===== src/rtl/rbr_pkg.sv =====
package rbr_pkg;

    parameter int unsigned RBR_PAGE_W = 8;
    parameter int unsigned RBR_OFF_W  = 8;
    parameter int unsigned RBR_ADDR_W = RBR_PAGE_W + RBR_OFF_W;

    typedef logic [RBR_PAGE_W-1:0] page_t;
    typedef logic [RBR_OFF_W-1:0]  off_t;

    typedef struct packed {
        page_t page;
        off_t  off;
    } ring_addr_t;

    typedef enum logic [1:0] {
        FILL_IDLE = 2'd0,
        FILL_RUN  = 2'd1,
        FILL_DROP = 2'd2
    } fill_state_e;

endpackage


===== src/rtl/rbr_page_step.sv =====
module rbr_page_step
    import rbr_pkg::*;
(
    input  page_t page_in,
    input  page_t ring_first,
    input  page_t ring_end,
    input  page_t guard,
    output page_t page_next,
    output logic  guard_hit
);
    page_t incr;

    always_comb begin
        incr      = page_in + page_t'(1);
        page_next = (incr == ring_end) ? ring_first : incr;
        guard_hit = (page_next == guard);
    end
endmodule


===== src/rtl/rbr_fill_ctrl.sv =====
module rbr_fill_ctrl
    import rbr_pkg::*;
#(
    parameter int unsigned HDR_BYTES = 4
) (
    input  logic       clk,
    input  logic       rst,
    input  logic       frm_start,
    input  logic       byte_stb,
    input  logic       frm_end,
    input  logic       frm_good,
    input  page_t      cur_page,
    input  page_t      step_next,
    input  logic       step_hit,
    output ring_addr_t wr_addr,
    output logic       wr_en,
    output page_t      wr_page,
    output logic       busy,
    output logic       start_acc,
    output logic       commit,
    output logic       abort_evt
);
    localparam off_t HDR_OFF  = off_t'(HDR_BYTES);
    localparam off_t OFF_LAST = '1;

    fill_state_e state_q;
    ring_addr_t  ptr_q;
    logic        link_pend_q;
    logic        link_now;
    logic        take_byte;

    always_comb begin
        busy      = (state_q != FILL_IDLE);
        start_acc = (state_q == FILL_IDLE) && frm_start;
        take_byte = (state_q == FILL_RUN) && byte_stb && !frm_end;
        link_now  = take_byte && link_pend_q;
        abort_evt = link_now && step_hit;
        wr_en     = take_byte && !abort_evt;
        commit    = (state_q == FILL_RUN) && frm_end && frm_good;
        wr_page   = ptr_q.page;
        if (link_now) begin
            wr_addr.page = step_next;
            wr_addr.off  = '0;
        end else begin
            wr_addr = ptr_q;
        end
    end

    always_ff @(posedge clk) begin
        if (rst) begin
            state_q     <= FILL_IDLE;
            ptr_q       <= '0;
            link_pend_q <= 1'b0;
        end else begin
            unique case (state_q)
                FILL_IDLE: begin
                    if (frm_start) begin
                        state_q     <= FILL_RUN;
                        ptr_q.page  <= cur_page;
                        ptr_q.off   <= HDR_OFF;
                        link_pend_q <= 1'b0;
                    end
                end
                FILL_RUN: begin
                    if (frm_end) begin
                        state_q <= FILL_IDLE;
                    end else if (byte_stb) begin
                        if (link_pend_q) begin
                            if (step_hit) begin
                                state_q <= FILL_DROP;
                            end else begin
                                ptr_q.page  <= step_next;
                                ptr_q.off   <= off_t'(1);
                                link_pend_q <= 1'b0;
                            end
                        end else if (ptr_q.off == OFF_LAST) begin
                            link_pend_q <= 1'b1;
                        end else begin
                            ptr_q.off <= ptr_q.off + off_t'(1);
                        end
                    end
                end
                FILL_DROP: begin
                    if (frm_end) begin
                        state_q <= FILL_IDLE;
                    end
                end
                default: state_q <= FILL_IDLE;
            endcase
        end
    end

    AST_OFFSET_STEP: assert property (@(posedge clk) disable iff (rst)
        (wr_en && wr_addr.off != OFF_LAST) ##1 wr_en
        |-> (wr_addr == $past(wr_addr) + ring_addr_t'(1))) else $error("offset step");

    AST_LINK_TO_ZERO: assert property (@(posedge clk) disable iff (rst)
        (wr_en && wr_addr.off == OFF_LAST) ##1 wr_en
        |-> (wr_addr.off == '0)) else $error("link offset");

    AST_IDLE_NO_WRITE: assert property (@(posedge clk) disable iff (rst)
        (!busy && !$past(start_acc)) |-> !wr_en) else $error("idle write");
endmodule


===== src/rtl/rbr_cur_reg.sv =====
module rbr_cur_reg
    import rbr_pkg::*;
(
    input  logic  clk,
    input  logic  rst,
    input  logic  host_load,
    input  page_t host_val,
    input  logic  busy,
    input  logic  start_acc,
    input  logic  commit,
    input  page_t commit_val,
    input  logic  abort_evt,
    output page_t cur_page,
    output logic  ovf_flag
);
    always_ff @(posedge clk) begin
        if (rst) begin
            cur_page <= '0;
            ovf_flag <= 1'b0;
        end else begin
            if (abort_evt) begin
                ovf_flag <= 1'b1;
            end else if (start_acc) begin
                ovf_flag <= 1'b0;
            end
            if (commit) begin
                cur_page <= commit_val;
            end else if (host_load && !busy) begin
                cur_page <= host_val;
            end
        end
    end

    AST_LOAD_IGNORED_BUSY: assert property (@(posedge clk) disable iff (rst)
        (host_load && busy && !commit) |=> $stable(cur_page)) else $error("busy load");

    AST_ABORT_RAISES_FLAG: assert property (@(posedge clk) disable iff (rst)
        abort_evt |=> ovf_flag) else $error("abort flag");
endmodule


===== src/rtl/rx_ring_addr.sv =====
module rx_ring_addr
    import rbr_pkg::*;
#(
    parameter int unsigned HDR_BYTES = 4
) (
    input  logic                  clk,
    input  logic                  rst,
    input  logic [RBR_PAGE_W-1:0] cfg_ring_first,
    input  logic [RBR_PAGE_W-1:0] cfg_ring_end,
    input  logic [RBR_PAGE_W-1:0] cfg_guard_page,
    input  logic                  host_cur_load,
    input  logic [RBR_PAGE_W-1:0] host_cur_val,
    input  logic                  frm_start,
    input  logic                  byte_stb,
    input  logic                  frm_end,
    input  logic                  frm_good,
    output logic [RBR_ADDR_W-1:0] mem_addr,
    output logic                  mem_we,
    output logic                  ovf_flag,
    output logic [RBR_PAGE_W-1:0] cur_page
);
    page_t      step_next;
    logic       step_hit;
    page_t      wr_page;
    ring_addr_t wr_addr;
    logic       busy;
    logic       start_acc;
    logic       commit;
    logic       abort_evt;

    rbr_page_step u_step (
        .page_in    (wr_page),
        .ring_first (cfg_ring_first),
        .ring_end   (cfg_ring_end),
        .guard      (cfg_guard_page),
        .page_next  (step_next),
        .guard_hit  (step_hit)
    );

    rbr_fill_ctrl #(.HDR_BYTES(HDR_BYTES)) u_fill (
        .clk       (clk),
        .rst       (rst),
        .frm_start (frm_start),
        .byte_stb  (byte_stb),
        .frm_end   (frm_end),
        .frm_good  (frm_good),
        .cur_page  (cur_page),
        .step_next (step_next),
        .step_hit  (step_hit),
        .wr_addr   (wr_addr),
        .wr_en     (mem_we),
        .wr_page   (wr_page),
        .busy      (busy),
        .start_acc (start_acc),
        .commit    (commit),
        .abort_evt (abort_evt)
    );

    rbr_cur_reg u_cur (
        .clk        (clk),
        .rst        (rst),
        .host_load  (host_cur_load),
        .host_val   (host_cur_val),
        .busy       (busy),
        .start_acc  (start_acc),
        .commit     (commit),
        .commit_val (step_next),
        .abort_evt  (abort_evt),
        .cur_page   (cur_page),
        .ovf_flag   (ovf_flag)
    );

    assign mem_addr = wr_addr;

    AST_FLAG_BLOCKS_WRITE: assert property (@(posedge clk) disable iff (rst)
        ovf_flag |-> !mem_we) else $error("write after abort");

    AST_BAD_END_HOLDS: assert property (@(posedge clk) disable iff (rst)
        (frm_end && !frm_good && busy) |=> $stable(cur_page)) else $error("bad end moved page");
endmodule


===== config.mk =====
export PLATFORM = sky130hd
export DESIGN_NAME = rx_ring_addr
export DESIGN_NICKNAME = d
export VERILOG_FILES = /design/src/rtl/rbr_pkg.sv /design/src/rtl/rbr_page_step.sv /design/src/rtl/rbr_fill_ctrl.sv /design/src/rtl/rbr_cur_reg.sv /design/src/rtl/rx_ring_addr.sv
export SDC_FILE = /design/constraint.sdc
export NUM_CORES = 1
export LEC_CHECK = 0
export CAP_MARGIN = 15
export CELL_PAD_IN_SITES_DETAIL_PLACEMENT = 1
export CELL_PAD_IN_SITES_GLOBAL_PLACEMENT = 2
export CORE_ASPECT_RATIO = 1.4
export CORE_MARGIN = 3
export CORE_UTILIZATION = 31
export CTS_BUF_LIST = sky130_fd_sc_hd__clkbuf_2
export DETAILED_ROUTE_END_ITERATION = 12
export PLACE_DENSITY = 0.94
export RECOVER_POWER = 25
export REMOVE_ABC_BUFFERS = 1
export SYNTH_ARGS = -nofsm -noshare
export SYNTH_HDL_FRONTEND = slang
export SYNTH_SLANG_ARGS = --single-unit

===== constraint.sdc =====
create_clock -name clk -period 10.2 [get_ports clk]
set_clock_uncertainty 0.2 [all_clocks]
set_input_delay 2.04 -clock clk [delete_from_list [all_inputs] [get_ports clk]]
set_output_delay 2.04 -clock clk [all_outputs]
set_load 0.01 [all_outputs]

# After elaboration in Yosys (flattened, before gate mapping)
# Cells that the tools add are included.
[classes]
n_addsub = 2
multipliers = 0
div = 0
order_cmp = 0
n_eq_ne = 16
shifts = 0
muxes = 28
bitwise_logic = 0
n_reduce_logical = 21
[op_table]
columns = ["cell", "n"]
rows = [
  ["$mux 16", 5],
  ["$mux 8", 6],
  ["$pmux 16 s2", 1],
  ["$add 8x1->8 const B", 2],
  ["$eq 8x8->1", 2],
  ["$mux 2", 6],
  ["$reduce_and 6->1", 2],
  ["$ne 2x2->1 const B", 5],
  ["$logic_and 1x1->1", 9],
  ["$ne 3x2->1 const B", 3],
  ["$eq 8x8->1 const B", 1],
  ["$mux 1", 8],
  ["$reduce_bool 2->1", 4],
  ["$ne 3x3->1 const B", 2],
  ["$pmux 2 s3", 1],
  ["$reduce_and 5->1", 1],
  ["$reduce_and 4->1", 1],
  ["$logic_not 1->1", 3],
  ["$eq 2x1->1 const B", 1],
  ["$eq 2x2->1 const B", 1],
  ["$logic_not 2->1", 1],
  ["$ne 2x1->1 const B", 1],
  ["$pmux 1 s2", 1],
]
[totals]
ff_bits = 28
latchBits = 0
mem_bits_rw = 0
mem_bits_ro = 0
inputBits = 39
out_inout_bits = 26
elab_cells = 73
mem_count = 0

# Depth between registers and ports, before layout
[logic_depth]
ltp_word = 9
depth_mapped = 11
depth_no_buf = 10

# Hierarchy
# Synthesis repeated with hierarchy kept, for this count alone.
[hier_totals]
cells_unflattened = 269
hier_area_um2 = 2245.9
[by_module_without_submodules]
columns = ["module", "instances", "cells_each", "area_per_inst_um2", "seq_area_each_um2"]
rows = [
  ["rbr_fill_ctrl", 1, 156, 1271.2, 380.4],
  ["rbr_page_step", 1, 63, 530.5, 0.0],
  ["rbr_cur_reg", 1, 50, 444.2, 180.2],
]

# Worst setup path after synthesis
# No wires, ideal clock.
[synth_path]
kind = "in2out"
startpoint = "input cfg_ring_end[6]"
endpoint = "output mem_we"
arrival_ps = 3749
setup_slack_ps = 4211
path_stages = 9
cell_sequence = "xnor2_2 -> nand2_1 -> o22ai_2 -> o211ai_4 -> a2111oi_4 -> nor2_2 -> nor3b_4 -> nand3_1 -> and3_1"
[synth_via]
elab_chain_len = 6
[synth_rtl]
columns = ["element", "line_no", "source"]
rows = [
  ["from (decl)", "rx_ring_addr.sv:9", "input logic [RBR_PAGE_W-1:0] cfg_ring_end,"],
  ["$eq 8x8->1", "rbr_page_step.sv:15", "page_next = (incr == ring_end) ? ring_first : incr;"],
  ["$mux 8", "rbr_page_step.sv:15", ""],
  ["$eq 8x8->1", "rbr_page_step.sv:16", "guard_hit = (page_next == guard);"],
  ["$logic_and 1x1->1", "rbr_fill_ctrl.sv:37", "abort_evt = link_now && step_hit;"],
  ["$logic_not 1->1", "rbr_fill_ctrl.sv:38", "wr_en = take_byte && !abort_evt;"],
  ["$logic_and 1x1->1", "rbr_fill_ctrl.sv:38", ""],
  ["to (decl)", "rx_ring_addr.sv:18", "output logic mem_we,"],
]
# Every way passes these cells.

# Final worst setup path
# Same ends and word-level chain as after synthesis.

==> results.sh <==
export IMPL_cap_violations=0
export IMPL_avgSynthCellArea_um2=8.12
export IMPL_slew_headroom_pct=45.3
export IMPL_die_h_um=111
export IMPL_grt_pass1_vias=2398
export IMPL_synthMuxAreaShare_pct=5.95
export IMPL_antenna_found_initial=0
export IMPL_grt_start_max_net_pins=37
export IMPL_cts_tree="built"
export IMPL_layout_nets=394
export IMPL_setup_viol=0
export IMPL_gp_congestion=0.807
export IMPL_dr_pass1_iters=4
export IMPL_viasPerCell=5.16
export IMPL_initial_utilization_pct=32.5
export IMPL_core_area_um2=7450
export IMPL_die_area_um2=8920
export IMPL_synth_adder_area_share_pct=1.03
export IMPL_synth_cells=298
export IMPL_async_flop_share_pct=0
export IMPL_finalHoldViolations=0
export IMPL_cts_sinks=28
export IMPL_synth_compound_area_share_pct=24.5
export IMPL_start_kind="input port"
export IMPL_hp_class="reg -> reg"
export IMPL_htreeDepth=1
export IMPL_crit_type="in -> out"
export IMPL_rsz0062_at_grt="no"
export IMPL_numCtsBuffers=3
export IMPL_insertion_delay_ns=0.37
export IMPL_p_sw_share_pct=32.0
export IMPL_total_power_mw=0.294
export IMPL_synth_flop_cell="dfxtp_1"
export IMPL_fmax_mhz=136
export IMPL_post_route_period_util_pct=71.9
export IMPL_critical_path_arrival_ns=5.09
export IMPL_rows=37
export IMPL_cts_resized=0
export IMPL_synthesis_area_um2=2420
export IMPL_clock_path_buffers=2
export IMPL_cts_setup_buffers=0
export IMPL_drive_gt1_share_pct=9.38
export IMPL_post_drt_wl_per_cell_um=15.5
export IMPL_synthDistinctLibCells=53
export IMPL_seqPwrFrac_pct=42.2
export IMPL_synth_edf_count=0
export IMPL_num_vias=2319
export IMPL_io_buffer_count=64
export IMPL_holdWs_ns=0.293
export IMPL_min_period_ns=7.33
export IMPL_internal_power_mw=0.200
export IMPL_synth_xor_area_share_pct=10.7
export IMPL_grt_overflow_total=0
export IMPL_drt_iter0_markers=57
export IMPL_ys_seq_area_share_pct=23.2
export IMPL_slew_viol_final=0
export IMPL_ys_ff_latch=28
export IMPL_ctsHoldBuffers=0
export IMPL_grt_first_pass_wirelength_mm=11.6
export IMPL_synthSimpleGateAreaFrac_pct=31.0
export IMPL_ios=65
export IMPL_p_comb_share_pct=34.2
export IMPL_required_ns=7.96
export IMPL_yosysWarnings=0
export IMPL_max_slew_worst_pin_slew_ns=0.819
export IMPL_leakage_nw=1.10
export IMPL_endpoint_kind="output pin"
export IMPL_fin_setup_tns_ns=0
export IMPL_status="finished, final reports clean"
export IMPL_p_per_area_nw_per_um2=93.3
export IMPL_irDropWorstVdd_mv=0.0567
export IMPL_p_clk_share_pct=23.6
export IMPL_clkTransAtPathRegs_ns=0.28
export IMPL_synth_top_family_by_area="simple AND/OR/NAND/NOR gates"
export IMPL_grt_usage_pct=16.0
export IMPL_cp_max_fo=5
export IMPL_area_delta_synth_final_pct=30.2
export IMPL_drc=0
export IMPL_die_w_um=80.7
export IMPL_ant_nets=0
export IMPL_wirelength_mm=6.96
export IMPL_hpwlAfterDp_mm=5.56
export IMPL_switching_power_mw=0.0940
export IMPL_root_buffer="clkbuf_2"
export IMPL_antennaDiodeCount=0
## cell usage in the layout (no fill, tap or decap), types with 2 or more instances in the layout
cell,count
dfxtp_1,28
nor2_1,18
nand3b_1,3
or2b_1,3
a31oi_1,4
nor3b_4,2
o21ai_0,21
mux2i_1,14
and3_1,5
o21a_1,4
xnor2_1,16
inv_1,5
nor3_1,6
a211oi_1,22
buf_4,2
xor2_1,7
nor3b_1,2
and2_1,7
dlygate4sd3_1,9
nand2_1,30
or2_2,5
o211ai_1,2
nor2b_1,11
clkdlybuf4s50_1,55
ha_1,2
nand2b_1,15
a211oi_2,6
a211o_1,3
clkbuf_2,3
nand3_1,10
nand4_1,2
a21oi_1,10
## logic make-up (layout without fill, tap and decap cells)
family | Yosys count | count (layout)
adder cells (fa/ha/maj) | 2 | 2
multiplexers | 14 | 14
flip-flops | 28 | 28
XOR/XNOR | 25 | 25
buffers and inverters | 21 | 75
AO/OA/AOI/OAI | 79 | 79
AND/OR/NAND/NOR | 129 | 129
## metal layers
| metal | share of wire (%) | track usage [%] | vias up |
|---|---|---|---|
| li1 | - | - | 1172 |
| met4 | 0.40 | 2.93 | 0 |
| met2 | 55 | 30.5 | 33 |
| met5 | 0 | 0 | - |
| met3 | 2.5 | 1.06 | 2 |
| met1 | 42 | 19.0 | 1112 |
## critical path, stage by stage
cell	delay [ns]
clkdlybuf4s50_1	0.42
xnor2_1	0.35
nand2_1	0.10
o22ai_1	0.34
o211a_2	0.29
a21oi_1	0.11
o21ai_0	0.18
nor3b_4	0.34
nand3_1	0.21
and3_1	0.24
clkdlybuf4s50_1	0.47
## metrics by stage
step / cell area (um^2) / setup WS, ns / util [%] / instances
finish: 3150 / 2.87 / 42.3 / 449
CTS: 3170 / 2.94 / 42.6 / 449
floorplan: 2350 / 4.21 / - / 282
global placement: 3130 / 3.09 / 42.0 / 445
detailed placement: 3130 / 2.96 / 42.0 / 445
global route: 3150 / 2.63 / 42.3 / 449
## final timing paths
kind	start	endpoint	slack [ns]	depth (start not counted)
worst max-delay path	cfg_ring_end[6]	mem_we	2.87	11
worst min-delay path	u_cur.ovf_flag$_SDFFE_PP0P_	u_cur.ovf_flag$_SDFFE_PP0P_	0.29	2
worst min register to register	u_cur.ovf_flag$_SDFFE_PP0P_	u_cur.ovf_flag$_SDFFE_PP0P_	0.29	2
worst max register to register	u_fill.wr_page[0]$_SDFFE_PP0P_	u_fill.wr_page[4]$_SDFFE_PP0P_	6.73	10
## Yosys cell counts, types with 4 or more instances
library cell,instances,share of area [%]
and2_1,7,1.8
mux2i_1,13,5.4
nor3_1,6,1.2
and3_1,5,1.3
o21a_1,4,1.2
nor2b_1,11,2.8
dfxtp_1,28,23
a211oi_1,22,6.8
nor2_1,17,2.6
a21oi_1,10,2.1
nand3_1,10,2.1
clkbuf_1,12,1.9
a211oi_2,6,3.1
nand2b_1,15,3.9
xor2_1,7,2.5
o21ai_0,21,4.3
nand2_1,30,4.7
or2_2,5,1.3
inv_1,5,0.78
a31oi_1,4,1.0
xnor2_1,15,5.4
## registers in the layout (all words and copies together), names as in the netlist
name                flops
u_fill.state_q          2
u_fill.ptr_q            8
u_cur.cur_page          8
u_fill.wr_page          8
u_cur.ovf_flag          1
u_fill.link_pend_q      1
## final cells by class
class,instances,area (um^2)
Tap cell,97,121
Fill cell,903,4300
Timing Repair Buffer,66,656
Clock buffer,3,15.0
Sequential cell,28,561
Multi-Input combinational cell,249,1750
Clock inverter,1,30.0
Inverter,5,18.8
## power groups by stage
stage | sequential (mW) | clock (mW) | combinational [mW]
after floorplan | 0.125 | 0 | 0.0576
after global placement | 0.126 | 0 | 0.100
after detailed placement | 0.126 | 0 | 0.103
after CTS | 0.124 | 0.0708 | 0.103
after global routing | 0.126 | 0.0742 | 0.110
final | 0.124 | 0.0693 | 0.100
No activity file was read; power rests on OpenSTA's default activity.
